`config.mk`:
```
export PLATFORM = sky130hd
export DESIGN_NAME = uart485_tx
export DESIGN_NICKNAME = d
export VERILOG_FILES = /design/src/rtl/uart485_tx_pkg.sv /design/src/rtl/tx_frame_pack.sv /design/src/rtl/tx_break_timer.sv /design/src/rtl/tx_engine.sv /design/src/rtl/tx_de_drive.sv /design/src/rtl/uart485_tx.sv
export SDC_FILE = /design/constraint.sdc
export NUM_CORES = 1
export LEC_CHECK = 0
export ABC_AREA = 1
export BUFFER_PORTS_ARGS = -buffer_cell sky130_fd_sc_hd__buf_2
export CAP_MARGIN = 20
export CORE_UTILIZATION = 40
export CTS_CLUSTER_DIAMETER = 150
export DETAILED_ROUTE_END_ITERATION = 16
export GPL_TIMING_DRIVEN = 0
export PLACE_DENSITY = 0.57
export SLEW_MARGIN = 40
export SYNTH_ARGS = -nofsm -noshare
export SYNTH_HDL_FRONTEND = slang
export SYNTH_SLANG_ARGS = --single-unit
```
`constraint.sdc`:
```
create_clock -name clk -period 2.6 [get_ports clk]
set_input_delay 0.13 -clock clk [delete_from_list [all_inputs] [get_ports clk]]
set_output_delay 0.13 -clock clk [all_outputs]
set_load 0.01 [all_outputs]
```
`src/rtl/uart485_tx_pkg.sv`:
```
package uart485_tx_pkg;

    localparam int unsigned DATA_MAX = 8;
    localparam int unsigned FRAME_W  = 1 + DATA_MAX + 1 + 2;
    localparam int unsigned NBITS_W  = $clog2(FRAME_W + 1);

    typedef enum logic [1:0] {
        ST_IDLE  = 2'd0,
        ST_SEND  = 2'd1,
        ST_BREAK = 2'd2,
        ST_HOLD  = 2'd3
    } tx_state_e;

    typedef enum logic [2:0] {
        PAR_NONE  = 3'd0,
        PAR_EVEN  = 3'd1,
        PAR_ODD   = 3'd2,
        PAR_MARK  = 3'd3,
        PAR_SPACE = 3'd4
    } par_mode_e;

    typedef struct packed {
        logic [FRAME_W-1:0] bits;
        logic [NBITS_W-1:0] nbits;
        logic               half_last;
    } frame_t;

    function automatic logic par_bit(input logic [7:0] masked, input logic [2:0] code);
        case (code)
            PAR_EVEN: par_bit = ^masked;
            PAR_ODD:  par_bit = ~^masked;
            PAR_MARK: par_bit = 1'b1;
            default:  par_bit = 1'b0;
        endcase
    endfunction

    function automatic frame_t build_frame(input logic [7:0] d,
                                           input logic [1:0] len_code,
                                           input logic [1:0] stop_code,
                                           input logic [2:0] par_code);
        frame_t     f;
        logic [3:0] n;
        logic [7:0] mask;
        logic       has_p;
        logic       two;
        n     = 4'd5 + {2'b00, len_code};
        mask  = 8'hFF >> (4'd8 - n);
        has_p = (par_code != 3'd0) && (par_code <= 3'd4);
        two   = (stop_code != 2'd0);
        f.bits    = '1;
        f.bits[0] = 1'b0;
        for (int i = 0; i < 8; i++) begin
            if (i < int'(n)) f.bits[i+1] = d[i];
        end
        if (has_p) f.bits[4'(n + 4'd1)] = par_bit(d & mask, par_code);
        f.half_last = (stop_code == 2'd1) && (len_code == 2'd0);
        f.nbits     = NBITS_W'(4'd1 + n + {3'b000, has_p} + (two ? 4'd2 : 4'd1));
        return f;
    endfunction

endpackage

```
`src/rtl/tx_frame_pack.sv`:
```
module tx_frame_pack
    import uart485_tx_pkg::*;
(
    input  logic [7:0] data,
    input  logic [1:0] len_code,
    input  logic [1:0] stop_code,
    input  logic [2:0] par_code,
    output frame_t     frame
);
    always_comb frame = build_frame(data, len_code, stop_code, par_code);
endmodule

```
`src/rtl/tx_break_timer.sv`:
```
module tx_break_timer #(
    parameter int unsigned LEN_W = 7
) (
    input  logic             clk,
    input  logic             rst,
    input  logic             brk_req,
    input  logic [LEN_W-1:0] brk_len,
    input  logic             brk_stop,
    input  logic             ms_tick,
    input  logic             brk_start,
    input  logic             in_break,
    output logic             brk_pend,
    output logic             brk_end
);
    logic [LEN_W-1:0] len_q;
    logic [LEN_W-1:0] cnt_q;
    logic             timed_done;

    assign timed_done = ms_tick && (len_q != '0) && (cnt_q == len_q - LEN_W'(1));
    assign brk_end    = in_break && (brk_stop || timed_done);

    always_ff @(posedge clk) begin
        if (rst) begin
            brk_pend <= 1'b0;
            len_q    <= '0;
            cnt_q    <= '0;
        end else begin
            if (brk_stop) begin
                brk_pend <= 1'b0;
            end else if (brk_req) begin
                brk_pend <= 1'b1;
                len_q    <= brk_len;
            end
            if (brk_start) begin
                brk_pend <= 1'b0;
                cnt_q    <= '0;
            end else if (in_break && ms_tick) begin
                cnt_q <= cnt_q + LEN_W'(1);
            end
        end
    end
endmodule

```
`src/rtl/tx_engine.sv`:
```
module tx_engine
    import uart485_tx_pkg::*;
#(
    parameter int unsigned SUB_PER_BIT = 16
) (
    input  logic      clk,
    input  logic      rst,
    input  logic      frac_tick,
    input  logic      baud_tick,
    input  logic      in_valid,
    input  frame_t    frame,
    input  logic      brk_pend,
    input  logic      brk_end,
    output logic      in_ready,
    output logic      brk_start,
    output tx_state_e state,
    output logic      line
);
    localparam int unsigned SUB_W = $clog2(SUB_PER_BIT);
    localparam logic [SUB_W-1:0] FULL_LAST = SUB_W'(SUB_PER_BIT - 1);
    localparam logic [SUB_W-1:0] HALF_LAST = SUB_W'(SUB_PER_BIT / 2 - 1);

    logic [FRAME_W-1:0] sr_q;
    logic [NBITS_W-1:0] nleft_q;
    logic [SUB_W-1:0]   sub_q;
    logic               half_q;
    logic               last_bit;
    logic               bit_done;
    logic               end_on_grid;
    logic               accept;

    assign last_bit    = (nleft_q == NBITS_W'(1));
    assign bit_done    = frac_tick && (sub_q == ((last_bit && half_q) ? HALF_LAST : FULL_LAST));
    assign end_on_grid = (state == ST_SEND) && last_bit && !half_q && bit_done;
    assign in_ready    = !brk_pend && baud_tick &&
                         ((state == ST_IDLE) || (state == ST_HOLD) || end_on_grid);
    assign accept      = in_valid && in_ready;
    assign brk_start   = brk_pend && ((state == ST_IDLE) || (state == ST_HOLD));
    assign line        = (state == ST_SEND) ? sr_q[0] : (state != ST_BREAK);

    always_ff @(posedge clk) begin
        if (rst) begin
            state   <= ST_IDLE;
            sr_q    <= '1;
            nleft_q <= '0;
            sub_q   <= '0;
            half_q  <= 1'b0;
        end else if (accept) begin
            state   <= ST_SEND;
            sr_q    <= frame.bits;
            nleft_q <= frame.nbits;
            half_q  <= frame.half_last;
            sub_q   <= '0;
        end else begin
            case (state)
                ST_IDLE: begin
                    if (brk_start) state <= ST_BREAK;
                end
                ST_HOLD: begin
                    if (brk_start) begin
                        state <= ST_BREAK;
                    end else if (frac_tick) begin
                        if (sub_q == FULL_LAST) begin
                            state <= ST_IDLE;
                            sub_q <= '0;
                        end else begin
                            sub_q <= sub_q + SUB_W'(1);
                        end
                    end
                end
                ST_SEND: begin
                    if (bit_done) begin
                        sub_q <= '0;
                        if (last_bit) begin
                            state <= ST_HOLD;
                        end else begin
                            sr_q    <= {1'b1, sr_q[FRAME_W-1:1]};
                            nleft_q <= nleft_q - NBITS_W'(1);
                        end
                    end else if (frac_tick) begin
                        sub_q <= sub_q + SUB_W'(1);
                    end
                end
                default: begin
                    if (brk_end) begin
                        state <= ST_HOLD;
                        sub_q <= '0;
                    end
                end
            endcase
        end
    end
endmodule

```
`src/rtl/tx_de_drive.sv`:
```
module tx_de_drive
    import uart485_tx_pkg::*;
(
    input  tx_state_e state,
    input  logic      active_low,
    output logic      de
);
    assign de = (state != ST_IDLE) ^ active_low;
endmodule

```
`src/rtl/uart485_tx.sv`:
```
module uart485_tx
    import uart485_tx_pkg::*;
#(
    parameter int unsigned SUB_PER_BIT = 16,
    parameter int unsigned BRK_LEN_W   = 7
) (
    input  logic                 clk,
    input  logic                 rst,
    input  logic                 frac_tick,
    input  logic                 baud_tick,
    input  logic                 ms_tick,
    input  logic [1:0]           cfg_len,
    input  logic [1:0]           cfg_stop,
    input  logic [2:0]           cfg_par,
    input  logic                 cfg_de_low,
    input  logic                 in_valid,
    input  logic [7:0]           in_data,
    output logic                 in_ready,
    input  logic                 brk_req,
    input  logic [BRK_LEN_W-1:0] brk_len,
    input  logic                 brk_stop,
    output logic                 txd,
    output logic                 de
);
    frame_t    frm;
    tx_state_e st;
    logic      brk_pend;
    logic      brk_end;
    logic      brk_start;
    logic      in_break;

    assign in_break = (st == ST_BREAK);

    tx_frame_pack u_pack (
        .data(in_data), .len_code(cfg_len), .stop_code(cfg_stop),
        .par_code(cfg_par), .frame(frm)
    );

    tx_break_timer #(.LEN_W(BRK_LEN_W)) u_brk (
        .clk(clk), .rst(rst), .brk_req(brk_req), .brk_len(brk_len),
        .brk_stop(brk_stop), .ms_tick(ms_tick), .brk_start(brk_start),
        .in_break(in_break), .brk_pend(brk_pend), .brk_end(brk_end)
    );

    tx_engine #(.SUB_PER_BIT(SUB_PER_BIT)) u_eng (
        .clk(clk), .rst(rst), .frac_tick(frac_tick), .baud_tick(baud_tick),
        .in_valid(in_valid), .frame(frm), .brk_pend(brk_pend), .brk_end(brk_end),
        .in_ready(in_ready), .brk_start(brk_start), .state(st), .line(txd)
    );

    tx_de_drive u_de (.state(st), .active_low(cfg_de_low), .de(de));
endmodule

```
* Yosys cells after proc, flatten, opt, wreduce, memory -nomap -nowiden *
Index checks and enable logic that the tools add are counted.

word-level totals
  register bits after elaboration = 38
  word-level logic and storage cells = 143

operators by class
  add/sub/neg operators = 9
  magnitude comparators = 11
  equal/unequal tests = 26
  shift operators = 1
  muxes and demuxes = 41
  bitwise operators = 4
  reduce and logical (&&, ||, !) cells = 42

operator list
  cell                                                        number
  2-to-1 mux 12 bit                                           5
  2-to-1 mux 4 bit                                            11
  logical AND 1 bit                                           16
  less-than comparator 3 x 4 -> 1 bit (first input constant)  4
  2-to-1 mux 2 bit                                            8
  bitwise mux 12 bit                                          1
  2-to-1 mux 1 bit                                            12
  case mux 4 bit (3 select lines)                             1
  AND reduction 6 bit                                         2
  != test 2 bit (second input constant)                       5
  adder 4 x 1 -> 4 bit (second input constant)                2
  AND 8 bit                                                   1
  less-than comparator 1 x 4 -> 1 bit (first input constant)  2
  less-than comparator 2 x 4 -> 1 bit (first input constant)  2
  != test 4 x 3 -> 1 bit (second input constant)              2
  nonzero test 2 bit                                          4
  XNOR reduction 8 bit                                        1
  XOR reduction 8 bit                                         1
  right shift 8 x 4 -> 8 bit (first input constant)           1
  adder 7 x 1 -> 7 bit (second input constant)                1
  equality test 7 bit                                         1
  nonzero test 7 bit                                          1
  subtractor 7 x 1 -> 7 bit (second input constant)           1
  equality test 3 x 2 -> 1 bit (second input constant)        2
  other kinds (34)                                            47

* Logic depth before layout (Yosys ltp) *
  depth in word-level cells = 11
  depth in mapped cells = 17

* Modules after synthesis *
A second synthesis with hierarchy kept.

unflattened totals
  cells, all modules = 457
  area, all modules = 2954.1 sq um

modules (own cells, without submodules)
  module          instances  cells each  area each (sq um)  sequential area each (sq um)
  tx_engine       1          207         1433.9             460.4
  tx_break_timer  1          141         898.4              300.3
  tx_frame_pack   1          102         591.8              0.0
  tx_de_drive     1          5           20.0               0.0
  uart485_tx      1          2           10.0               0.0

* Worst setup path after synthesis *
Ideal clock, no wire load.

  kind = input to register
  start = in cfg_len[0]
  end = reg u_eng.sr_q[7]
  arrival = 1.686 ns
  setup slack = 0.798 ns
  stages = 16
  buffers on the path = 1
  path through = inv_1 > ha_1 > inv_1 > nand2_1 > nand2_1 > nand2_1 > nand2_1 > nand2_1 > nand3b_1 > nand2_1 > nand2_1 > nand3b_1 > buf_2 > inv_1 > o21ai_0 > nand2_1

on the way
  longest elaborated chain between the ends = 10
  elaborated cells between the ends (all ways) = 19
  those cells by class = add/sub (3); order compare (3); shift (1); mux (8); bitwise (1); reduce/logical (3)

RTL lines
  element                                                             RTL line                                    source
  start: declaration                                                  uart485_tx.sv:12                            input logic [1:0] cfg_len,
  adder 3 x 2 -> 4 bit *                                              uart485_tx_pkg.sv:46                        n = 4'd5 + {2'b00, len_code};
  subtractor 4 bit                                                    uart485_tx_pkg.sv:47                        mask = 8'hFF >> (4'd8 - n);
  right shift 8 x 4 -> 8 bit                                          uart485_tx_pkg.sv:47
  AND 8 bit                                                           uart485_tx_pkg.sv:55                        if (has_p) f.bits[4'(n + 4'd1)] = par_bit(d & mask, par_code);
  XNOR reduction 8 bit / XOR reduction 8 bit (equally long branches)  uart485_tx_pkg.sv:31, uart485_tx_pkg.sv:30
  case mux 1 bit (3 select lines)                                     uart485_tx_pkg.sv:29                        case (code)
  2-to-1 mux 1 bit                                                    uart485_tx_pkg.sv:55
  bitwise mux 12 bit                                                  uart485_tx_pkg.sv:55
  2-to-1 mux 12 bit *                                                 uart485_tx_pkg.sv:55
  2-to-1 mux 12 bit *                                                 tx_engine.sv:48                             end else if (accept) begin
  end signal: assignment                                              tx_engine.sv:50                             sr_q <= frame.bits;
  end signal: assignment                                              tx_engine.sv:77                             sr_q <= {1'b1, sr_q[FRAME_W-1:1]};
  end: declaration                                                    tx_engine.sv:23                             logic [FRAME_W-1:0] sr_q;

Mark *: on every way between the ends. The rest lies on a longest branch, timed or not. The select of a mux whose other input is x is not followed.
A chain may end at the register's enable or synchronous reset.

* Worst setup path in the final report *
  start = reg u_brk.len_q[0]
  end = reg u_eng.sub_q[0]

on the way
  longest elaborated chain between the ends = 7
  elaborated cells between the ends (all ways) = 9
  those cells by class = add/sub (1); eq/ne (1); reduce/logical (7)

RTL lines
  element                                                                 RTL line              source
  start: declaration                                                      tx_break_timer.sv:15  logic [LEN_W-1:0] len_q;
  start signal: assignment                                                tx_break_timer.sv:32  len_q <= brk_len;
  subtractor 7 x 1 -> 7 bit / nonzero test 7 bit (equally long branches)  tx_break_timer.sv:19  assign timed_done = ms_tick && (len_q != '0) && (cnt_q == len_q - LEN_W'(1));
  equality test 7 bit / logical AND 1 bit (equally long branches)         tx_break_timer.sv:19
  logical AND 1 bit *                                                     tx_break_timer.sv:19
  logical OR 1 bit *                                                      tx_break_timer.sv:20  assign brk_end = in_break && (brk_stop || timed_done);
  logical AND 1 bit *                                                     tx_break_timer.sv:20
  nonzero test 3 bit (no source line) *                                   --
  AND reduction 5 bit (no source line) *                                  --
  end signal: assignment                                                  tx_engine.sv:67       sub_q <= sub_q + SUB_W'(1);
  end signal: assignment                                                  tx_engine.sv:81       sub_q <= sub_q + SUB_W'(1);
  end: declaration                                                        tx_engine.sv:25       logic [SUB_W-1:0] sub_q;

Mark *: on every way between the ends. The rest lies on a longest branch, timed or not.

==> flow_metrics.tcl <==
set metrics [dict create \
    cts_resized 0 \
    die_w_um 86.0 \
    n_antenna_cell 0 \
    cts_tree "built" \
    viasPerCell 4.63 \
    synth_edf_count 0 \
    synthArstFlopShare_pct 0 \
    seqCellArea_um2 761 \
    ys.flop_type "dfxtp_1" \
    dp.cells 563 \
    firstDrtPassIters 4 \
    design.die.area_um2 7400 \
    final_util_pct 47.5 \
    initial_core_util_pct 41.6 \
    critPathLaunchType "flop" \
    antenna_left 0 \
    hp-class "in2reg" \
    drt-initial-drc-count 61 \
    max-slew-margin-rel_pct 60.2 \
    worst_r2r_endpoint "u_eng.sub_q[0]" \
    ys_ff_latch 38 \
    clk_pin_slew_ns 0.08 \
    crit_required_ns 2.78 \
    cts_setup_buffers 0 \
    synth_fp_nets 487 \
    muxShareOfSynthArea_pct 0 \
    timing.rr.start "u_brk.len_q[0]" \
    cts_buffers 5 \
    p_int_uw 1310 \
    drc_errors 0 \
    power_frac_seq_pct 33.9 \
    cp_data_arrival_time_ns 2.29 \
    worstMarginPinSlew_ns 0.594 \
    tns_ns 0 \
    antenna_found_initial 0 \
    r2r_setup_slack_ns 0.49 \
    core_um2 6790 \
    clock_path_buffers 2 \
    worstRegToRegCells 14 \
    crit_type "reg2reg" \
    insertion_delay_ns 0.29 \
    fp-row-count 30 \
    multi_input_area_um2 1770 \
    hpwl_mm 5.00 \
    p_leak_uw 0.00155 \
    ys_seq_area_share_pct 26.9 \
    yosysWarnings 0 \
    grt.overflow.total 0 \
    io_buffers 33 \
    root_buffer "clkbuf_8" \
    rsz0062_at_grt "no" \
    grt_pass1_wl_mm 10.5 \
    dp_slack_ns 0.374 \
    hold-path-cell-count 2 \
    finalMaxSlewViolations 0 \
    final_common_cell "nand2_1" \
    nets 527 \
    gp_congestion 0.851 \
    htreeDepth 2 \
    synth.avg_cell_area_um2 6.51 \
    hp-start "brk_stop" \
    synth-xor-area-share_pct 5.27 \
    worstPathMaxFanout 7 \
    skew_ns 0.00285 \
    drv_cap 0 \
    hold_viol 0 \
    chipHeight_um 86.0 \
    critPathCaptureType "flop" \
    setup_viol 0 \
    vias 2641 \
    syn_to_final_growth_pct 14.1 \
    drive_gt1_share_pct 13.5 \
    synth_top_family_by_area "simple AND/OR/NAND/NOR gates" \
    n_fill_cell 733 \
    max_freq_mhz 474 \
    io_pins 34 \
    layout_common_cells "nand2_1, inv_1, nor2_1" \
    stdcell_count 571 \
    worst_slack_ns 0.489 \
    period_share_pct 81.2 \
    p_sw_uw 867 \
    cts_sinks 38 \
    hold_end "u_brk.brk_pend" \
    p_per_area_nw_per_um2 676 \
    p_comb_share_pct 42.4 \
    synthAdderAreaFrac_pct 10.3 \
    synth_cells 434 \
    status "finished clean" \
    routed_wirelength_mm 6.15 \
    cts_hold_buf 0 \
    grt_use_total_pct 17.6 \
    wire_per_inst_um 10.8 \
    switching_share_pct 39.8 \
    ys_types 35 \
    grt_max_degree 14 \
    worst_ir_drop_vdd_v 0.000238 \
    synth-simple-area-share_pct 30.4 \
    syn_area_um2 2830 \
    clkPwrFrac_pct 23.6 \
    grt_pass1_vias 2423 \
    period_minus_slack_ns 2.11 \
    synth_compound_area_share_pct 16.7 \
]
## metal layers
layer,vias to the layer above,global-route usage (%),share of wire [%]
li1,1456,-,-
met1,1131,22.2,50
met2,44,30.5,46
met3,10,2.69,2.9
met4,0,5.91,1.7
met5,-,0,0
## power by group through the flow
stage          clock network (uW)  registers (uW)  logic, uW
2_1_floorplan                   0             735        724
3_3_place_gp                    0             748        921
3_5_place_dp                    0             753        926
4_1_cts                       533             739        930
5_1_grt                       555             753       1070
6_report                      515             740        925
## stage by stage
stage | power [uW] | cell area, um^2 | hold WS [ns]
after floorplan | 1460 | 2830 | 0.199
after CTS | 2200 | 3220 | 0.0194
after global placement | 1670 | 3110 | 0.334
after detailed placement | 1680 | 3110 | 0.340
after global routing | 2370 | 3220 | 0.0227
final | 2180 | 3220 | 0.0301
## worst max-delay path, stage by stage (launching register included)
cell	delay (ns)
dfxtp_1	0.37
inv_1	0.12
ha_1	0.24
nand2_1	0.12
nor2_1	0.06
nand2_1	0.06
nand2_1	0.04
nor2_1	0.08
nand3_1	0.08
o21bai_1	0.15
nand2_1	0.10
nand2_1	0.07
nand2_1	0.15
o21ai_0	0.29
nor2_1	0.08
## cells in the mapped netlist, types with 5 or more instances
library cell  count  area, um^2
nor3_1            8        40.0
dfxtp_1          38         761
a21oi_1          23         115
nor2_1           42         158
xor2_1           11        96.3
xnor2_1           6        52.6
nand3_1          16        80.1
inv_1            65         244
a21oi_2           8        70.1
ha_1             20         250
nand2_1         119         447
o211ai_1          5        37.5
nand3b_1          5        37.5
o21ai_0          35         175
## layout make-up
cell class	instances	area share [%]
buffer	7	1.24
clock buffer	5	2.13
clock inverter	3	1.40
inverter	68	7.92
multi-input combinational	321	54.9
sequential	38	23.6
tap	96	3.73
timing repair buffer	33	5.12
## cells by family (layout without fill, tap and decap cells)
group           Yosys count  after routing
buf+inv                  75            116
fa+ha+maj                22             22
flops                    38             38
compound gates           81             81
xor+xnor                 17             17
simple gates            201            201
## worst max path at each step
stage | end | startpoint | slack [ns]
2_1_floorplan | u_eng.sr_q[7] | cfg_len[0] | 0.80
3_3_place_gp | u_eng.sr_q[7] | cfg_len[0] | 0.42
4_1_cts | u_eng.sub_q[0] | u_brk.len_q[0] | 0.49
3_5_place_dp | u_eng.sr_q[7] | cfg_len[0] | 0.37
5_1_grt | u_eng.sub_q[1] | u_brk.len_q[0] | 0.25
6_report | u_eng.sub_q[0] | u_brk.len_q[0] | 0.49
## sequential cells by signal, summed over array words and instances (netlist names)
register,count
u_brk.brk_pend,1
u_eng.sr_q,12
u_eng.nleft_q,4
u_brk.len_q,7
u_eng.half_q,1
u_brk.cnt_q,7
u_eng.sub_q,4
u_eng.state,2
(Power assumes the default switching activity.)
